[src/rtl/fcap_pkg.sv]
package fcap_pkg;

    localparam int INST_W  = 32;
    localparam int FLAG_W  = 6;
    localparam int OPC_W   = 6;
    localparam int RA_W    = 5;
    localparam int OPC_LSB = 26;
    localparam int RA_LSB  = 21;
    localparam int STAT_W  = OPC_W + RA_W + FLAG_W;
    localparam int SEL_W   = 3;

    typedef enum logic [SEL_W-1:0] {
        SEL_FVA   = 3'd0,
        SEL_STAT  = 3'd1,
        SEL_DFORM = 3'd2,
        SEL_DPTB  = 3'd3,
        SEL_ITAG  = 3'd4,
        SEL_IFORM = 3'd5,
        SEL_IPTB  = 3'd6,
        SEL_NONE  = 3'd7
    } reg_sel_e;

    // Packed MSB first: opcode 16:11, register field 10:6, flags 5:0
    typedef struct packed {
        logic [OPC_W-1:0]  opcode;
        logic [RA_W-1:0]   ra;
        logic [FLAG_W-1:0] flags;
    } mm_stat_t;

    function automatic mm_stat_t pack_stat(input logic [INST_W-1:0] inst,
                                           input logic [FLAG_W-1:0] fl);
        mm_stat_t s;
        s.opcode = inst[OPC_LSB +: OPC_W];
        s.ra     = inst[RA_LSB +: RA_W];
        s.flags  = fl;
        return s;
    endfunction

endpackage

[src/rtl/fcap_form.sv]
module fcap_form #(
    parameter int ADDR_W     = 64,
    parameter int PAGE_SHIFT = 13,
    parameter int PTE_SHIFT  = 3
) (
    input  logic [ADDR_W-1:0] base_i,
    input  logic [ADDR_W-1:0] va_i,
    output logic [ADDR_W-1:0] form_o
);
    logic [ADDR_W-1:0] vpn;

    always_comb begin
        vpn    = va_i >> PAGE_SHIFT;
        form_o = base_i | (vpn << PTE_SHIFT);
    end
endmodule

[src/rtl/fcap_ptb_regs.sv]
module fcap_ptb_regs #(
    parameter int ADDR_W = 64
) (
    input  logic                     clk,
    input  logic                     rst,
    input  logic                     we_i,
    input  logic [fcap_pkg::SEL_W-1:0] sel_i,
    input  logic [ADDR_W-1:0]        wdata_i,
    output logic [ADDR_W-1:0]        dptb_o,
    output logic [ADDR_W-1:0]        iptb_o
);
    import fcap_pkg::*;

    localparam int NBASE = 2;

    logic [ADDR_W-1:0] base_q [NBASE];

    for (genvar g = 0; g < NBASE; g++) begin : g_base
        localparam logic [SEL_W-1:0] CODE = (g == 0) ? SEL_DPTB : SEL_IPTB;
        always_ff @(posedge clk) begin
            if (rst)
                base_q[g] <= '0;
            else if (we_i && (sel_i == CODE))
                base_q[g] <= wdata_i;
        end
    end

    assign dptb_o = base_q[0];
    assign iptb_o = base_q[1];
endmodule

[src/rtl/fcap_dside.sv]
module fcap_dside #(
    parameter int ADDR_W     = 64,
    parameter int PAGE_SHIFT = 13,
    parameter int PTE_SHIFT  = 3
) (
    input  logic                          clk,
    input  logic                          rst,
    input  logic                          cap_i,
    input  logic [ADDR_W-1:0]             va_i,
    input  logic [fcap_pkg::INST_W-1:0]   inst_i,
    input  logic [fcap_pkg::FLAG_W-1:0]   flags_i,
    input  logic [ADDR_W-1:0]             base_i,
    output logic [ADDR_W-1:0]             va_o,
    output logic [fcap_pkg::STAT_W-1:0]   stat_o,
    output logic [ADDR_W-1:0]             form_o
);
    import fcap_pkg::*;

    logic [ADDR_W-1:0] va_q;
    logic [ADDR_W-1:0] form_q;
    logic [ADDR_W-1:0] form_d;
    mm_stat_t          stat_q;

    fcap_form #(
        .ADDR_W    (ADDR_W),
        .PAGE_SHIFT(PAGE_SHIFT),
        .PTE_SHIFT (PTE_SHIFT)
    ) u_form (
        .base_i(base_i),
        .va_i  (va_i),
        .form_o(form_d)
    );

    always_ff @(posedge clk) begin
        if (rst) begin
            va_q   <= '0;
            stat_q <= '0;
            form_q <= '0;
        end else if (cap_i) begin
            va_q   <= va_i;
            stat_q <= pack_stat(inst_i, flags_i);
            form_q <= form_d;
        end
    end

    assign va_o   = va_q;
    assign stat_o = stat_q;
    assign form_o = form_q;
endmodule

[src/rtl/fcap_iside.sv]
module fcap_iside #(
    parameter int ADDR_W     = 64,
    parameter int PAGE_SHIFT = 13,
    parameter int PTE_SHIFT  = 3
) (
    input  logic              clk,
    input  logic              rst,
    input  logic              cap_i,
    input  logic [ADDR_W-1:0] pc_i,
    input  logic [ADDR_W-1:0] base_i,
    output logic [ADDR_W-1:0] tag_o,
    output logic [ADDR_W-1:0] form_o
);
    logic [ADDR_W-1:0] tag_q;
    logic [ADDR_W-1:0] form_q;
    logic [ADDR_W-1:0] form_d;

    fcap_form #(
        .ADDR_W    (ADDR_W),
        .PAGE_SHIFT(PAGE_SHIFT),
        .PTE_SHIFT (PTE_SHIFT)
    ) u_form (
        .base_i(base_i),
        .va_i  (pc_i),
        .form_o(form_d)
    );

    always_ff @(posedge clk) begin
        if (rst) begin
            tag_q  <= '0;
            form_q <= '0;
        end else if (cap_i) begin
            tag_q  <= pc_i;
            form_q <= form_d;
        end
    end

    assign tag_o  = tag_q;
    assign form_o = form_q;
endmodule

[src/rtl/fcap_unit.sv]
module fcap_unit #(
    parameter int ADDR_W     = 64,
    parameter int PAGE_SHIFT = 13,
    parameter int PTE_SHIFT  = 3
) (
    input  logic                          clk,
    input  logic                          rst,
    input  logic                          dfault_valid,
    input  logic [ADDR_W-1:0]             dfault_va,
    input  logic [fcap_pkg::INST_W-1:0]   dfault_inst,
    input  logic [fcap_pkg::FLAG_W-1:0]   dfault_flags,
    input  logic                          dfault_misspec,
    input  logic                          dfault_pte_load,
    input  logic                          dfault_nofault,
    input  logic                          ifault_valid,
    input  logic [ADDR_W-1:0]             ifault_pc,
    input  logic                          ifault_misspec,
    input  logic                          reg_we,
    input  logic [fcap_pkg::SEL_W-1:0]    reg_sel,
    input  logic [ADDR_W-1:0]             reg_wdata,
    output logic [ADDR_W-1:0]             reg_rdata,
    output logic                          dcap_o,
    output logic                          icap_o,
    output logic [ADDR_W-1:0]             fault_va,
    output logic [fcap_pkg::STAT_W-1:0]   mm_stat,
    output logic [ADDR_W-1:0]             dform,
    output logic [ADDR_W-1:0]             itag,
    output logic [ADDR_W-1:0]             iform
);
    import fcap_pkg::*;

    localparam int PAD_W = ADDR_W - STAT_W;

    logic [ADDR_W-1:0] dptb_q;
    logic [ADDR_W-1:0] iptb_q;
    logic              d_blocked;

    // Data capture is held off for speculative, entry-load and no-fault accesses
    assign d_blocked = dfault_misspec | dfault_pte_load | dfault_nofault;
    assign dcap_o    = dfault_valid & ~d_blocked;
    assign icap_o    = ifault_valid & ~ifault_misspec;

    fcap_ptb_regs #(.ADDR_W(ADDR_W)) u_ptb (
        .clk    (clk),
        .rst    (rst),
        .we_i   (reg_we),
        .sel_i  (reg_sel),
        .wdata_i(reg_wdata),
        .dptb_o (dptb_q),
        .iptb_o (iptb_q)
    );

    fcap_dside #(
        .ADDR_W    (ADDR_W),
        .PAGE_SHIFT(PAGE_SHIFT),
        .PTE_SHIFT (PTE_SHIFT)
    ) u_dside (
        .clk    (clk),
        .rst    (rst),
        .cap_i  (dcap_o),
        .va_i   (dfault_va),
        .inst_i (dfault_inst),
        .flags_i(dfault_flags),
        .base_i (dptb_q),
        .va_o   (fault_va),
        .stat_o (mm_stat),
        .form_o (dform)
    );

    fcap_iside #(
        .ADDR_W    (ADDR_W),
        .PAGE_SHIFT(PAGE_SHIFT),
        .PTE_SHIFT (PTE_SHIFT)
    ) u_iside (
        .clk   (clk),
        .rst   (rst),
        .cap_i (icap_o),
        .pc_i  (ifault_pc),
        .base_i(iptb_q),
        .tag_o (itag),
        .form_o(iform)
    );

    always_comb begin
        case (reg_sel_e'(reg_sel))
            SEL_FVA:   reg_rdata = fault_va;
            SEL_STAT:  reg_rdata = {{PAD_W{1'b0}}, mm_stat};
            SEL_DFORM: reg_rdata = dform;
            SEL_DPTB:  reg_rdata = dptb_q;
            SEL_ITAG:  reg_rdata = itag;
            SEL_IFORM: reg_rdata = iform;
            SEL_IPTB:  reg_rdata = iptb_q;
            default:   reg_rdata = '0;
        endcase
    end
endmodule

[config.mk]
export PLATFORM = sky130hd
export DESIGN_NAME = fcap_unit
export DESIGN_NICKNAME = d
export VERILOG_FILES = /design/src/rtl/fcap_pkg.sv /design/src/rtl/fcap_form.sv /design/src/rtl/fcap_ptb_regs.sv /design/src/rtl/fcap_dside.sv /design/src/rtl/fcap_iside.sv /design/src/rtl/fcap_unit.sv
export SDC_FILE = /design/constraint.sdc
export NUM_CORES = 1
export LEC_CHECK = 0
export CORE_MARGIN = 2
export CORE_UTILIZATION = 25
export CTS_CLUSTER_DIAMETER = 100
export DETAILED_ROUTE_END_ITERATION = 16
export DONT_BUFFER_PORTS = 1
export SLEW_MARGIN = 20
export SYNTH_ARGS = -nofsm -noshare
export SYNTH_HDL_FRONTEND = slang
export SYNTH_SLANG_ARGS = --single-unit
[constraint.sdc]
create_clock -name clk -period 7.63 [get_ports clk]
set_input_delay 1.526 -clock clk [delete_from_list [all_inputs] [get_ports clk]]
set_output_delay 1.526 -clock clk [all_outputs]
set_load 0.02 [all_outputs]
==> reports/metrics.cfg, run 1 <==
[status]
status = complete, no violations

[grt]
grt_max_degree = 278
antenna_found_initial = 7
grt_pass1_wl_um = 106000
grt.overflow.total = 0
grt_pass1_vias = 14300
grt.total_usage_pct = 20.0

[setup_path]
critPathMaxFanout = 124
r2r-start = u_iside.form_o[8]
arrival_ns = 3.80
r2r_end = u_iside.form_o[8]
regToRegSetupSlack_ns = 6.56
r2r_cells = 2
crit_path_start = reg_sel[2]
worst_ep_required_time_ns = 6.10
crit_path_start_kind = input pin
endpoint_kind = output port
criticalPathCategory = in -> out

[sta]
hold_ws_ns = 0.532
tns_ns = 0
drv_slew = 0
fin_worst_skew_ns = 0.0130
layout_min_cycle_time_ns = 5.32
worst_slew_pin_slew_ns = 1.15
min_period_over_period_pct = 69.8
hold_viol = 0
rsz0062_at_grt = no
finalSetupViolCount = 0
slew_headroom_pct = 23.5
fmax_mhz = 188

[floorplan]
ios = 581
core_region_area_um2 = 69800
die_w_um = 269
die_h_um = 269
start_util_pct = 25.2
die_area_um2 = 72400
num_rows = 97

[clock_tree]
clk_path_buf_depth = 3
cts_hold_buf = 0
cts_buffers = 48
tritoncts = built
cts_setup_buffers = 0
ctsResizeCount = 0
htree_levels = 2
clock-sinks = 401
clkTransAtPathRegs_ns = 0.06
clock_latency_ns = 0.58
root_buffer = clkbuf_16

[synth]
synth_top_flop_cell = dfxtp_1
seq_area_frac_synth_pct = 53.0
synthCells = 1898
ys.warnings.count = 0
synth_cell_types = 37
netlist_area_um2 = 17600
avgSynthCellArea_um2 = 9.26
yosys-top-cells-area = dfxtp_1, edfxtp_1, nand2_1, mux2i_1, nor3_1
async_flop_share_pct = 0
synthTopCellsByCount = nand2_1, dfxtp_1, nor3_1, a21oi_1, and2_1
yosysTopAreaCell = dfxtp_1
synth_top_cell_area_share_pct = 31.1
synth_edf_count = 128
yosysMostFrequentCell = nand2_1
synth_seq_cells = 401
syn_nets = 2140

[placement]
gp_congestion = 0.864
port_buffers = 0
dp_hpwl_um = 51300

[min_path]
hold_class = reg -> reg
hold_start = u_ptb.base_q[1][0]
hold_end = u_iside.form_o[0]
hold_depth = 2

[run]
drv_cap = 0

[final_layout]
drive_gt1_share_pct = 7.74
finalNetCount = 2049
area_growth_pct = 12.8
final_util_pct = 28.4

[detailed_routing]
drtIter0Drc = 1415
ant_nets = 0
via_per_inst = 5.41
drc = 0
first_pass_iters = 6
vias = 15100
wl_per_cell_um = 27.6
finalWirelength_um = 77100

[power]
p_per_area_nw_per_um2 = 262
p_leak_nw = 6.75
design_power_total_w = 0.00518
peakVddDrop_mv = 0.166

-- state kept, by name (all words and copies together), names as in the netlist --
signal          cells
u_ptb.base_q      128
u_dside.stat_o     17
u_iside.tag_o      64
u_dside.form_o     64
u_dside.va_o       64
u_iside.form_o     64
-- cell families after synthesis --
group | share of synthesized area [%]
buffers and inverters | 5.38
AOI/OAI and AO/OA | 13.0
and+or+nand+nor | 22.3
DFF | 53.0
muxes | 6.32
-- per-layer routing --
metal / up-vias / track usage [%] / share of wire, %
li1: 6471 / - / -
met1: 7373 / 23.3 / 37
met2: 1020 / 32.7 / 46
met3: 221 / 7.21 / 12
met4: 8 / 9.44 / 5.0
met5: - / 0 / 0.066
-- area by class of cell --
class	instances	area, um2
fill	7345	50000
sequential	401	9310
multi-input combinational	1296	7390
clock buffer	70	1460
tap	940	1180
inverter	41	164
clock inverter	20	161
timing repair buffer	19	143
antenna	4	10.0
-- worst max-delay path by stage --
stage	end
global placement	reg_rdata[43]
global route	reg_rdata[43]
CTS	reg_rdata[43]
finish	reg_rdata[43]
detailed placement	reg_rdata[43]
floorplan	u_ptb.base_q[0][0]
-- worst max-delay path, stage by stage --
cell and delay [ns]:
nor2b_4 0.97, buf_4 0.36, a22oi_1 0.11, a221oi_1 0.70
-- cell usage in the layout (no fill, tap or decap), types with 28 or more instances in the layout --
cell type	instances
a21oi_1	184
a221o_1	28
a22o_1	34
and2_1	130
clkbuf_16	52
dfxtp_1	273
edfxtp_1	128
inv_1	39
mux2i_1	111
nand2_1	360
nor2_1	102
nor3_1	204
o32ai_1	28
-- stage by stage --
| stage | area, um2 | std cells | worst slack, ns |
|---|---|---|---|
| 6_report | 19800 | 2791 | 2.31 |
| 5_1_grt | 19800 | 2788 | 2.32 |
| 4_1_cts | 19800 | 2787 | 2.38 |
| 3_5_place_dp | 18200 | 2697 | 2.40 |
| 3_3_place_gp | 18200 | 2697 | 2.43 |
| 2_1_floorplan | 17600 | 1898 | 2.07 |
-- report_power, final --
group / total, W / internal (W) / switching [W] / leakage, nW
logic: 0.000367 / 0.000121 / 0.000247 / 2.48
clock network: 0.00234 / 0.00137 / 0.000967 / 0.801
registers: 0.00248 / 0.00231 / 0.000172 / 3.46
No activity file was read; power rests on OpenSTA's default activity.
==> inputs of run 2 (changes only) <==
- ABC_AREA: unset -> 1
- clock period: 7.63 -> 4.3 ns (I/O delays scaled with it)
==> reports/metrics.cfg, run 2 <==
[synth]
avgSynthCellArea_um2 = 7.43
synthCells = 2499
synth_cell_types = 21
syn_nets = 2741
ys.warnings.count = 0
synth_seq_cells = 401
synthTopCellsByCount = nor2_1, o21ai_0, dfxtp_1, nand2_1, nand4_1
async_flop_share_pct = 0
yosysTopAreaCell = dfxtp_1
synth_edf_count = 128
yosys-top-cells-area = dfxtp_1, edfxtp_1, nor2_1, o21ai_0, nand4_1
yosysMostFrequentCell = nor2_1
synth_top_cell_area_share_pct = 29.4
synth_top_flop_cell = dfxtp_1
seq_area_frac_synth_pct = 50.1
netlist_area_um2 = 18600

[final_layout]
finalNetCount = 2624
area_growth_pct = 13.7
regMostFlops = u_ptb.base_q
layout_common_cells = nor2_1, o21ai_0, dfxtp_1
final_cells = 3391
layout_commonest_cell = nor2_1
drive_gt1_share_pct = 7.51
largest_register_ffs = 128

[grt]
grt_max_degree = 182
grt_pass1_wl_um = 121000
grt.overflow.total = 0
antenna_found_initial = 8
grt.total_usage_pct = 21.3
grt_pass1_vias = 16600

[floorplan]
num_rows = 99
ios = 581
die_w_um = 277
start_util_pct = 25.4
core_region_area_um2 = 73200
die_area_um2 = 76500
die_h_um = 277

[placement]
pre_cts_slack_ns = 0.983
gp_congestion = 0.895
dp_hpwl_um = 55700
placedCellCount = 3289
port_buffers = 0

[status]
status = complete, no violations

[setup_path]
path_cells = inv_6 -> nand3_2 -> inv_1 -> buf_12 -> a21oi_1 -> nand2_1
arrival_ns = 2.64
critPathSlowestCell = inv_1
endpoint_kind = output port
criticalPathCategory = in -> out
max_stage_delay_ns = 0.53
worst_ep_required_time_ns = 3.44
crit_path_start_kind = input pin
path_delay_family = buffers and inverters
crit_buf_inv = 3
critPathMaxFanout = 181

[detailed_routing]
wl_per_cell_um = 24.9
drtIter0Drc = 1759
vias = 17600
finalWirelength_um = 84500
ant_nets = 0
drc = 0
first_pass_iters = 6
via_per_inst = 5.18

[sta]
slew_headroom_pct = 50.6
rsz0062_at_grt = no
fmax_mhz = 285
layout_min_cycle_time_ns = 3.50
min_period_over_period_pct = 81.5
finalSetupViolCount = 0
drv_slew = 0
hold_ws_ns = 0.379
fin_worst_skew_ns = 0.0110
worst_slew_pin_slew_ns = 0.740
hold_viol = 0
finalWorstSetupSlack_ns = 0.797
tns_ns = 0

[clock_tree]
root_buffer = clkbuf_16
clock-sinks = 401
clkTransAtPathRegs_ns = 0.06
clk_path_buf_depth = 3
cts_hold_buf = 0
clock_latency_ns = 0.57
cts_setup_buffers = 0
htree_levels = 2
ctsResizeCount = 0
cts_buffers = 50
tritoncts = built

[power]
peakVddDrop_mv = 0.306
p_leak_nw = 8.70
p_per_area_nw_per_um2 = 457
swShare_pct = 27.9
power_frac_clock_pct = 45.6
design_power_total_w = 0.00966
power_switching_w = 0.00270
p_int_w = 0.00696
p_seq_share_pct = 46.5
comb_power_share_pct = 7.9

[min_path]
hold_class = in -> reg

[run]
drv_cap = 0

## run 2: cell types whose count changed after synthesis, sizes merged, moves of 24 or more
cell   change
a21oi    -167
a221o     -28
a22o      -34
and2     -130
buf       +24
inv      +156
mux2i    -111
nand2     -94
nand3    +134
nand4    +194
nor2     +581
nor3     -154
o21ai    +305
o32ai     -28
## run 2: power groups by stage
stage | clock network, W | registers [W] | logic [W]
floorplan | 0 | 0.00447 | 0.000600
global placement | 0 | 0.00457 | 0.000752
detailed placement | 0 | 0.00457 | 0.000764
CTS | 0.00448 | 0.00449 | 0.000766
global route | 0.00463 | 0.00451 | 0.000848
finish | 0.00440 | 0.00449 | 0.000762
## run 2: cells by family after synthesis
group | after synthesis | share of synthesized area (%)
AO/OA/AOI/OAI | 322 | 8.68
buffers and inverters | 395 | 8.56
AND/OR/NAND/NOR | 1381 | 32.6
flip-flops | 401 | 50.1
## run 2: area by class of cell
class | instances | area, um2
multi-input combinational | 1703 | 7730
clock buffer | 72 | 1510
clock inverter | 22 | 228
inverter | 197 | 761
tap | 959 | 1200
antenna | 8 | 20.0
fill | 7874 | 52100
sequential | 401 | 9310
timing repair buffer | 29 | 355
## run 2: routing by layer
| layer | global-route usage (%) | wire length, um | up-vias |
|---|---|---|---|
| li1 | - | - | 8008 |
| met1 | 26.1 | 33400 | 8462 |
| met2 | 35.1 | 39700 | 909 |
| met3 | 6.52 | 8340 | 175 |
| met4 | 7.64 | 3040 | 2 |
| met5 | 0 | 13 | - |
## run 2: path summary, 6_finish.rpt
path	start	end	slack (ns)	depth (start not counted)
max	reg_sel[2]	reg_rdata[58]	0.80	6
min	rst	u_dside.form_o[3]	0.38	1
max reg2reg	u_ptb.base_q[0][4]	u_dside.form_o[4]	3.21	3
min reg2reg	u_ptb.base_q[1][17]	u_iside.form_o[17]	0.51	2
## run 2: metrics by stage
stage / cell area [um2] / util (%)
finish: 21100 / 28.8
global route: 21100 / 28.8
CTS: 21100 / 28.8
detailed placement: 19400 / 26.4
global placement: 19400 / 26.4
floorplan: 18600 / -
